===== src/rtl/pxmul_pkg.sv =====
package pxmul_pkg;

   typedef enum logic [2:0] {
      OP_LANE = 3'd0,
      OP_BC0  = 3'd1,
      OP_BC1  = 3'd2,
      OP_HIS  = 3'd3,
      OP_LOU  = 3'd4,
      OP_WHIS = 3'd5,
      OP_WLOU = 3'd6,
      OP_NONE = 3'd7
   } pxmul_op_e;

   typedef enum logic [1:0] {
      PK_NARROW = 2'd0,
      PK_WIDE   = 2'd1,
      PK_ZERO   = 2'd2
   } pxmul_pack_e;

endpackage


===== src/rtl/pxmul_opsel.sv =====
module pxmul_opsel
   import pxmul_pkg::*;
#(
   parameter int PIX_W = 8,
   parameter int FAC_W = 16,
   parameter int NLANE = 4,
   localparam int DATA_W = NLANE * FAC_W
) (
   input  pxmul_op_e                      op,
   input  logic [DATA_W-1:0]              src_a,
   input  logic [DATA_W-1:0]              src_b,
   output logic [NLANE-1:0][PIX_W:0]      pix,
   output logic [NLANE-1:0][FAC_W-1:0]    fac,
   output pxmul_pack_e                    pack
);

   always_comb begin
      unique case (op)
         OP_LANE, OP_BC0, OP_BC1, OP_HIS, OP_LOU: pack = PK_NARROW;
         OP_WHIS, OP_WLOU:                        pack = PK_WIDE;
         default:                                 pack = PK_ZERO;
      endcase
   end

   for (genvar r = 0; r < NLANE; r++) begin : g_lane
      logic [PIX_W-1:0] byte_r;   // byte r of the pixel source
      logic [PIX_W-1:0] hi_r;     // upper byte of factor-width lane r
      logic [PIX_W-1:0] lo_r;     // lower byte of factor-width lane r

      assign byte_r = src_a[PIX_W*r +: PIX_W];
      assign hi_r   = src_a[FAC_W*r + PIX_W +: PIX_W];
      assign lo_r   = src_a[FAC_W*r +: PIX_W];

      always_comb begin
         pix[r] = '0;
         fac[r] = src_b[FAC_W*r +: FAC_W];
         case (op)
            OP_LANE:          pix[r] = {1'b0, byte_r};
            OP_BC0: begin
               pix[r] = {1'b0, byte_r};
               fac[r] = src_b[0 +: FAC_W];
            end
            OP_BC1: begin
               pix[r] = {1'b0, byte_r};
               fac[r] = src_b[FAC_W +: FAC_W];
            end
            OP_HIS, OP_WHIS:  pix[r] = {hi_r[PIX_W-1], hi_r};
            OP_LOU, OP_WLOU:  pix[r] = {1'b0, lo_r};
            default: begin
               pix[r] = '0;
               fac[r] = '0;
            end
         endcase
      end
   end

endmodule


===== src/rtl/pxmul_lane.sv =====
module pxmul_lane #(
   parameter int PIX_W = 8,
   parameter int FAC_W = 16,
   localparam int PROD_W = 2 * FAC_W
) (
   input  logic [PIX_W:0]      pix,   // signed, already extended by one bit
   input  logic [FAC_W-1:0]    fac,   // signed
   output logic [PROD_W-1:0]   rnd
);

   localparam logic [PROD_W-1:0] RND_INC = PROD_W'(1) << PIX_W;

   logic [PROD_W-1:0] pix_x;
   logic [PROD_W-1:0] fac_x;
   logic [PROD_W-1:0] prod;

   // Sign-extend both factors; the low PROD_W bits of the product are
   // then the two's-complement product.
   assign pix_x = {{(PROD_W-PIX_W-1){pix[PIX_W]}}, pix};
   assign fac_x = {{(PROD_W-FAC_W){fac[FAC_W-1]}}, fac};
   assign prod  = pix_x * fac_x;

   // Low byte above half scale is exactly its top bit being set.
   assign rnd = prod[PIX_W-1] ? prod + RND_INC : prod;

endmodule


===== src/rtl/pxmul_unit.sv =====
module pxmul_unit
   import pxmul_pkg::*;
#(
   parameter int PIX_W   = 8,
   parameter int FAC_W   = 16,
   parameter int NLANE   = 4,
   parameter bit REG_OUT = 1'b1
) (
   input  logic                   clk,
   input  logic                   rst,
   input  logic                   in_valid,
   input  logic [2:0]             op,
   input  logic [NLANE*FAC_W-1:0] src_a,
   input  logic [NLANE*FAC_W-1:0] src_b,
   output logic                   out_valid,
   output logic [NLANE*FAC_W-1:0] result
);

   localparam int DATA_W = NLANE * FAC_W;
   localparam int PROD_W = 2 * FAC_W;
   localparam int WIDE_N = NLANE / 2;

   if (FAC_W != 2 * PIX_W) begin : g_bad_width
      $error("pxmul_unit: FAC_W must be twice PIX_W");
   end
   if (NLANE < 2 || (NLANE % 2) != 0) begin : g_bad_lanes
      $error("pxmul_unit: NLANE must be even and at least 2");
   end

   logic [NLANE-1:0][PIX_W:0]     pix;
   logic [NLANE-1:0][FAC_W-1:0]   fac;
   logic [NLANE-1:0][PROD_W-1:0]  rnd;
   pxmul_pack_e                   pack;
   logic [DATA_W-1:0]             comb_res;

   pxmul_opsel #(.PIX_W(PIX_W), .FAC_W(FAC_W), .NLANE(NLANE)) u_sel (
      .op    (pxmul_op_e'(op)),
      .src_a (src_a),
      .src_b (src_b),
      .pix   (pix),
      .fac   (fac),
      .pack  (pack)
   );

   for (genvar r = 0; r < NLANE; r++) begin : g_mul
      pxmul_lane #(.PIX_W(PIX_W), .FAC_W(FAC_W)) u_lane (
         .pix (pix[r]),
         .fac (fac[r]),
         .rnd (rnd[r])
      );
   end

   always_comb begin
      comb_res = '0;
      case (pack)
         PK_NARROW:
            for (int r = 0; r < NLANE; r++)
               comb_res[FAC_W*r +: FAC_W] = rnd[r][PIX_W +: FAC_W];
         PK_WIDE:
            for (int r = 0; r < WIDE_N; r++)
               comb_res[PROD_W*r +: PROD_W] = rnd[r];
         default: comb_res = '0;
      endcase
   end

   if (REG_OUT) begin : g_reg
      logic              valid_q;
      logic [DATA_W-1:0] res_q;

      always_ff @(posedge clk) begin
         if (rst) begin
            valid_q <= 1'b0;
            res_q   <= '0;
         end else begin
            valid_q <= in_valid;
            if (in_valid) res_q <= comb_res;
         end
      end

      assign out_valid = valid_q;
      assign result    = res_q;

      AST_RESET_IDLE: assert property (@(posedge clk)
         rst |=> (!out_valid && result == '0));
      AST_VALID_NEXT: assert property (@(posedge clk) disable iff (rst)
         in_valid |=> out_valid);
      AST_HOLD_IDLE: assert property (@(posedge clk) disable iff (rst)
         !in_valid |=> (!out_valid && $stable(result)));
      AST_ZERO_FACTOR: assert property (@(posedge clk) disable iff (rst)
         (in_valid && src_b == '0) |=> result == '0);
      AST_UNUSED_ZERO: assert property (@(posedge clk) disable iff (rst)
         (in_valid && op == 3'd7) |=> result == '0);
   end else begin : g_comb
      assign out_valid = in_valid;
      assign result    = comb_res;
   end

endmodule


===== config.mk =====
export PLATFORM = sky130hd
export DESIGN_NAME = pxmul_unit
export DESIGN_NICKNAME = d
export VERILOG_FILES = /design/src/rtl/pxmul_pkg.sv /design/src/rtl/pxmul_opsel.sv /design/src/rtl/pxmul_lane.sv /design/src/rtl/pxmul_unit.sv
export SDC_FILE = /design/constraint.sdc
export NUM_CORES = 2
export LEC_CHECK = 0
export BUFFER_PORTS_ARGS = -buffer_cell sky130_fd_sc_hd__buf_2
export CAP_MARGIN = 0
export CORE_ASPECT_RATIO = 1.5
export CORE_MARGIN = 4
export CORE_UTILIZATION = 27
export DETAILED_ROUTE_END_ITERATION = 12
export MAX_ROUTING_LAYER = met4
export PLACE_DENSITY = 0.46
export SLEW_MARGIN = 20
export SYNTH_ARGS = -nofsm -noshare
export SYNTH_HDL_FRONTEND = slang
export SYNTH_SLANG_ARGS = --single-unit

===== constraint.sdc =====
create_clock -name clk -period 23.7 [get_ports clk]
set_input_delay 2.37 -clock clk [delete_from_list [all_inputs] [get_ports clk]]
set_output_delay 2.37 -clock clk [all_outputs]
set_load 0.01 [all_outputs]

==> flow_metrics.tcl <==
set metrics [dict create \
    status "completed" \
    hold_viol 0 \
    layout_common_cells "468 x fa_1, 445 x nor2_1, 385 x inv_1" \
    finalCriticalPeriod_ns 11.42 \
    cp_max_fo 35 \
    grt_max_degree 89 \
    yosys_warnings 0 \
    ys.flop_type "dfxtp_1" \
    rows 137 \
    crit_required_ns 23.94 \
    ctsHoldBuffers 0 \
    synth_seq_area_share 0.05106 \
    use_met2 0.3659 \
    setup_viol 0 \
    vias_per_cell 5.099 \
    synthDistinctLibCells 90 \
    drive_above_1_share 0.1018 \
    grt_first_pass_wirelength_um 150100 \
    netlist.area_leader.share 0.3677 \
    netlist_area_um2 25480 \
    slew_headroom 0.2164 \
    fin_setup_tns_ns 0 \
    antenna_found_initial 5 \
    tritoncts "built" \
    hold_class "reg2reg" \
    dp_hpwl_um 86660 \
    async_flop_share 0 \
    nFillCells 10140 \
    wl_um 100700 \
    cts_inserted_buffers 9 \
    endpoint_kind "register" \
    grt_pass1_vias 23728 \
    drc 0 \
    synth_edf_count 0 \
    cts_root_buf "clkbuf_16" \
    met3_usage 0.02358 \
    final.setup_skew_ns 0 \
    drv_cap 0 \
    post-route-period-util 0.4818 \
    maxSlewViolCount 0 \
    cp_slowest_cell "o32ai_2" \
    syn_inst 3102 \
    nNetsFinal 4004 \
    start_kind "input port" \
    path_common_cell "fa_1" \
    ant_nets 0 \
    clkTransAtPathRegs_ns 0.06 \
    synth_area_leader_cell "fa_1" \
    synth-seq-cells 65 \
    final_common_cell "fa_1" \
    die_height_um 384.3 \
    wl_per_cell_um 22.54 \
    syn2layout_area_growth_pct 10.44 \
    cts-htree-levels 3 \
    io_buffers 198 \
    cts-resized-gates 0 \
    busiest_layer "met2" \
    start_util 0.2728 \
    vias 22773 \
    cp.arrival_ns 11.66 \
    first_iter_violations 1393 \
    grt_use_total 0.2044 \
    cts.sinks 65 \
    clock_latency_ns 0.34 \
    die_x_um 258.8 \
    critPathMaxStageDelay_ns 0.87 \
    post-cts-setup-buffers 0 \
    core_area_um2 93420 \
    worst_slew_pin_slew_ns 1.175 \
    crit_type "in2reg" \
    grtUsageMet1 0.2362 \
    syn_nets 3900 \
    rsz0062_at_grt "no" \
    gp_congestion 0.9590 \
    avgSynthCellArea_um2 8.215 \
    die_area_um2 99460 \
    clockBufferDepth 2 \
    grt-ovfl-total 0 \
    dr.pass1.iters 5 \
    ios 199 \
    fmax_mhz 87.57 \
    synth.area.top_cells "fa_1 37%, ha_1 9.6%, nor2_1 6.6%, inv_1 5.7%, nand2_1 5.3%" \
]
critical path: cells and delay by family:
| family | cells | cell delay (ns) |
|---|---|---|
| simple gates | 5 | 1.82 |
| xor+xnor | 1 | 0.49 |
| buf+inv | 4 | 0.81 |
| compound gates | 8 | 3.03 |
| fa+ha+maj | 6 | 2.83 |
| mux | 1 | 0.27 |
logic make-up (layout without fill, tap and decap cells):
kind of cell,Yosys count,after routing,synth area share
other,0,4,0
buffers and inverters,522,631,0.07763
AND/OR/NAND/NOR,1118,1118,0.1972
multiplexers,14,14,0.005548
AO/OA/AOI/OAI,574,574,0.1539
XOR/XNOR,145,145,0.05072
adder cells (fa/ha/maj),664,664,0.4639
flip-flops,65,65,0.05106
synth_stat cells (5+ instances only):
| cell | n |
|---|---|
| o211ai_1 | 18 |
| xnor2_1 | 101 |
| and3_1 | 26 |
| a22oi_1 | 71 |
| o21bai_1 | 11 |
| nor4b_1 | 5 |
| nand3b_1 | 5 |
| mux2i_1 | 13 |
| nand2_1 | 357 |
| nor4_1 | 10 |
| clkbuf_1 | 104 |
| o21a_1 | 15 |
| nor3b_1 | 6 |
| a211o_1 | 14 |
| o21ai_1 | 5 |
| dfxtp_1 | 65 |
| buf_1 | 21 |
| and2_1 | 22 |
| or2_2 | 23 |
| or3_1 | 8 |
| ha_1 | 196 |
| o22ai_1 | 24 |
| buf_2 | 6 |
| and4_1 | 5 |
| a221oi_1 | 20 |
| a31o_2 | 16 |
| nand4_1 | 15 |
| xor2_1 | 41 |
| nor3_1 | 28 |
| nor2b_1 | 30 |
| fa_1 | 468 |
| a211oi_1 | 15 |
| a221o_1 | 5 |
| nand2b_1 | 77 |
| o21ai_0 | 83 |
| nor2_1 | 448 |
| inv_1 | 385 |
| a21oi_1 | 139 |
| nand3_1 | 29 |
| a22o_1 | 8 |
| a31oi_1 | 11 |
| a21o_1 | 59 |
area by class of cell:
| class | instances | area, um2 | share of cell area |
|---|---|---|---|
| multi-input combinational | 2515 | 22280 | 0.7915 |
| tap | 1251 | 1565 | 0.05561 |
| inverter | 388 | 1458 | 0.05179 |
| sequential | 65 | 1301 | 0.04623 |
| timing repair buffer | 227 | 1209 | 0.04294 |
| clock buffer | 9 | 225.2 | 0.008002 |
| clock inverter | 7 | 98.84 | 0.003512 |
| antenna | 4 | 10.01 | 0.0003557 |
sequential cells by signal (all words and copies together), names as in the netlist:
| name | count |
|---|---|
| out_valid | 1 |
| result | 64 |
stage by stage:
stage / setup WS [ns] / std cells / cell area [um2] / util / hold WS, ns
6_report: 12.28 / 4466 / 28140 / 0.3013 / 0.4389
5_1_grt: 12.02 / 4464 / 28140 / 0.3012 / 0.4554
4_1_cts: 12.45 / 4462 / 28110 / 0.3009 / 0.4408
3_5_place_dp: 12.07 / 4446 / 27790 / 0.2974 / 0.4318
3_3_place_gp: 12.09 / 4446 / 27790 / 0.2974 / 0.4248
2_1_floorplan: 13.69 / 3102 / 25480 / - / 0.4625
metal layers:
metal / up-vias / wire (um)
met2: 718 / 52310
met4: 0 / 4327
met1: 11540 / 38610
li1: 10361 / -
met3: 154 / 5412
met5: - / 0
worst paths after layout:
kind	endpoint	cells after the start	start	slack, ns
max reg2reg	result[44]	3	result[44]	22.66
min	result[19]	2	result[19]	0.44
min reg2reg	result[19]	2	result[19]	0.44
max	result[63]	25	op[0]	12.28
Power is not shown: default switching activity piles up to over one toggle a cycle in this logic, so the estimate is an artifact.
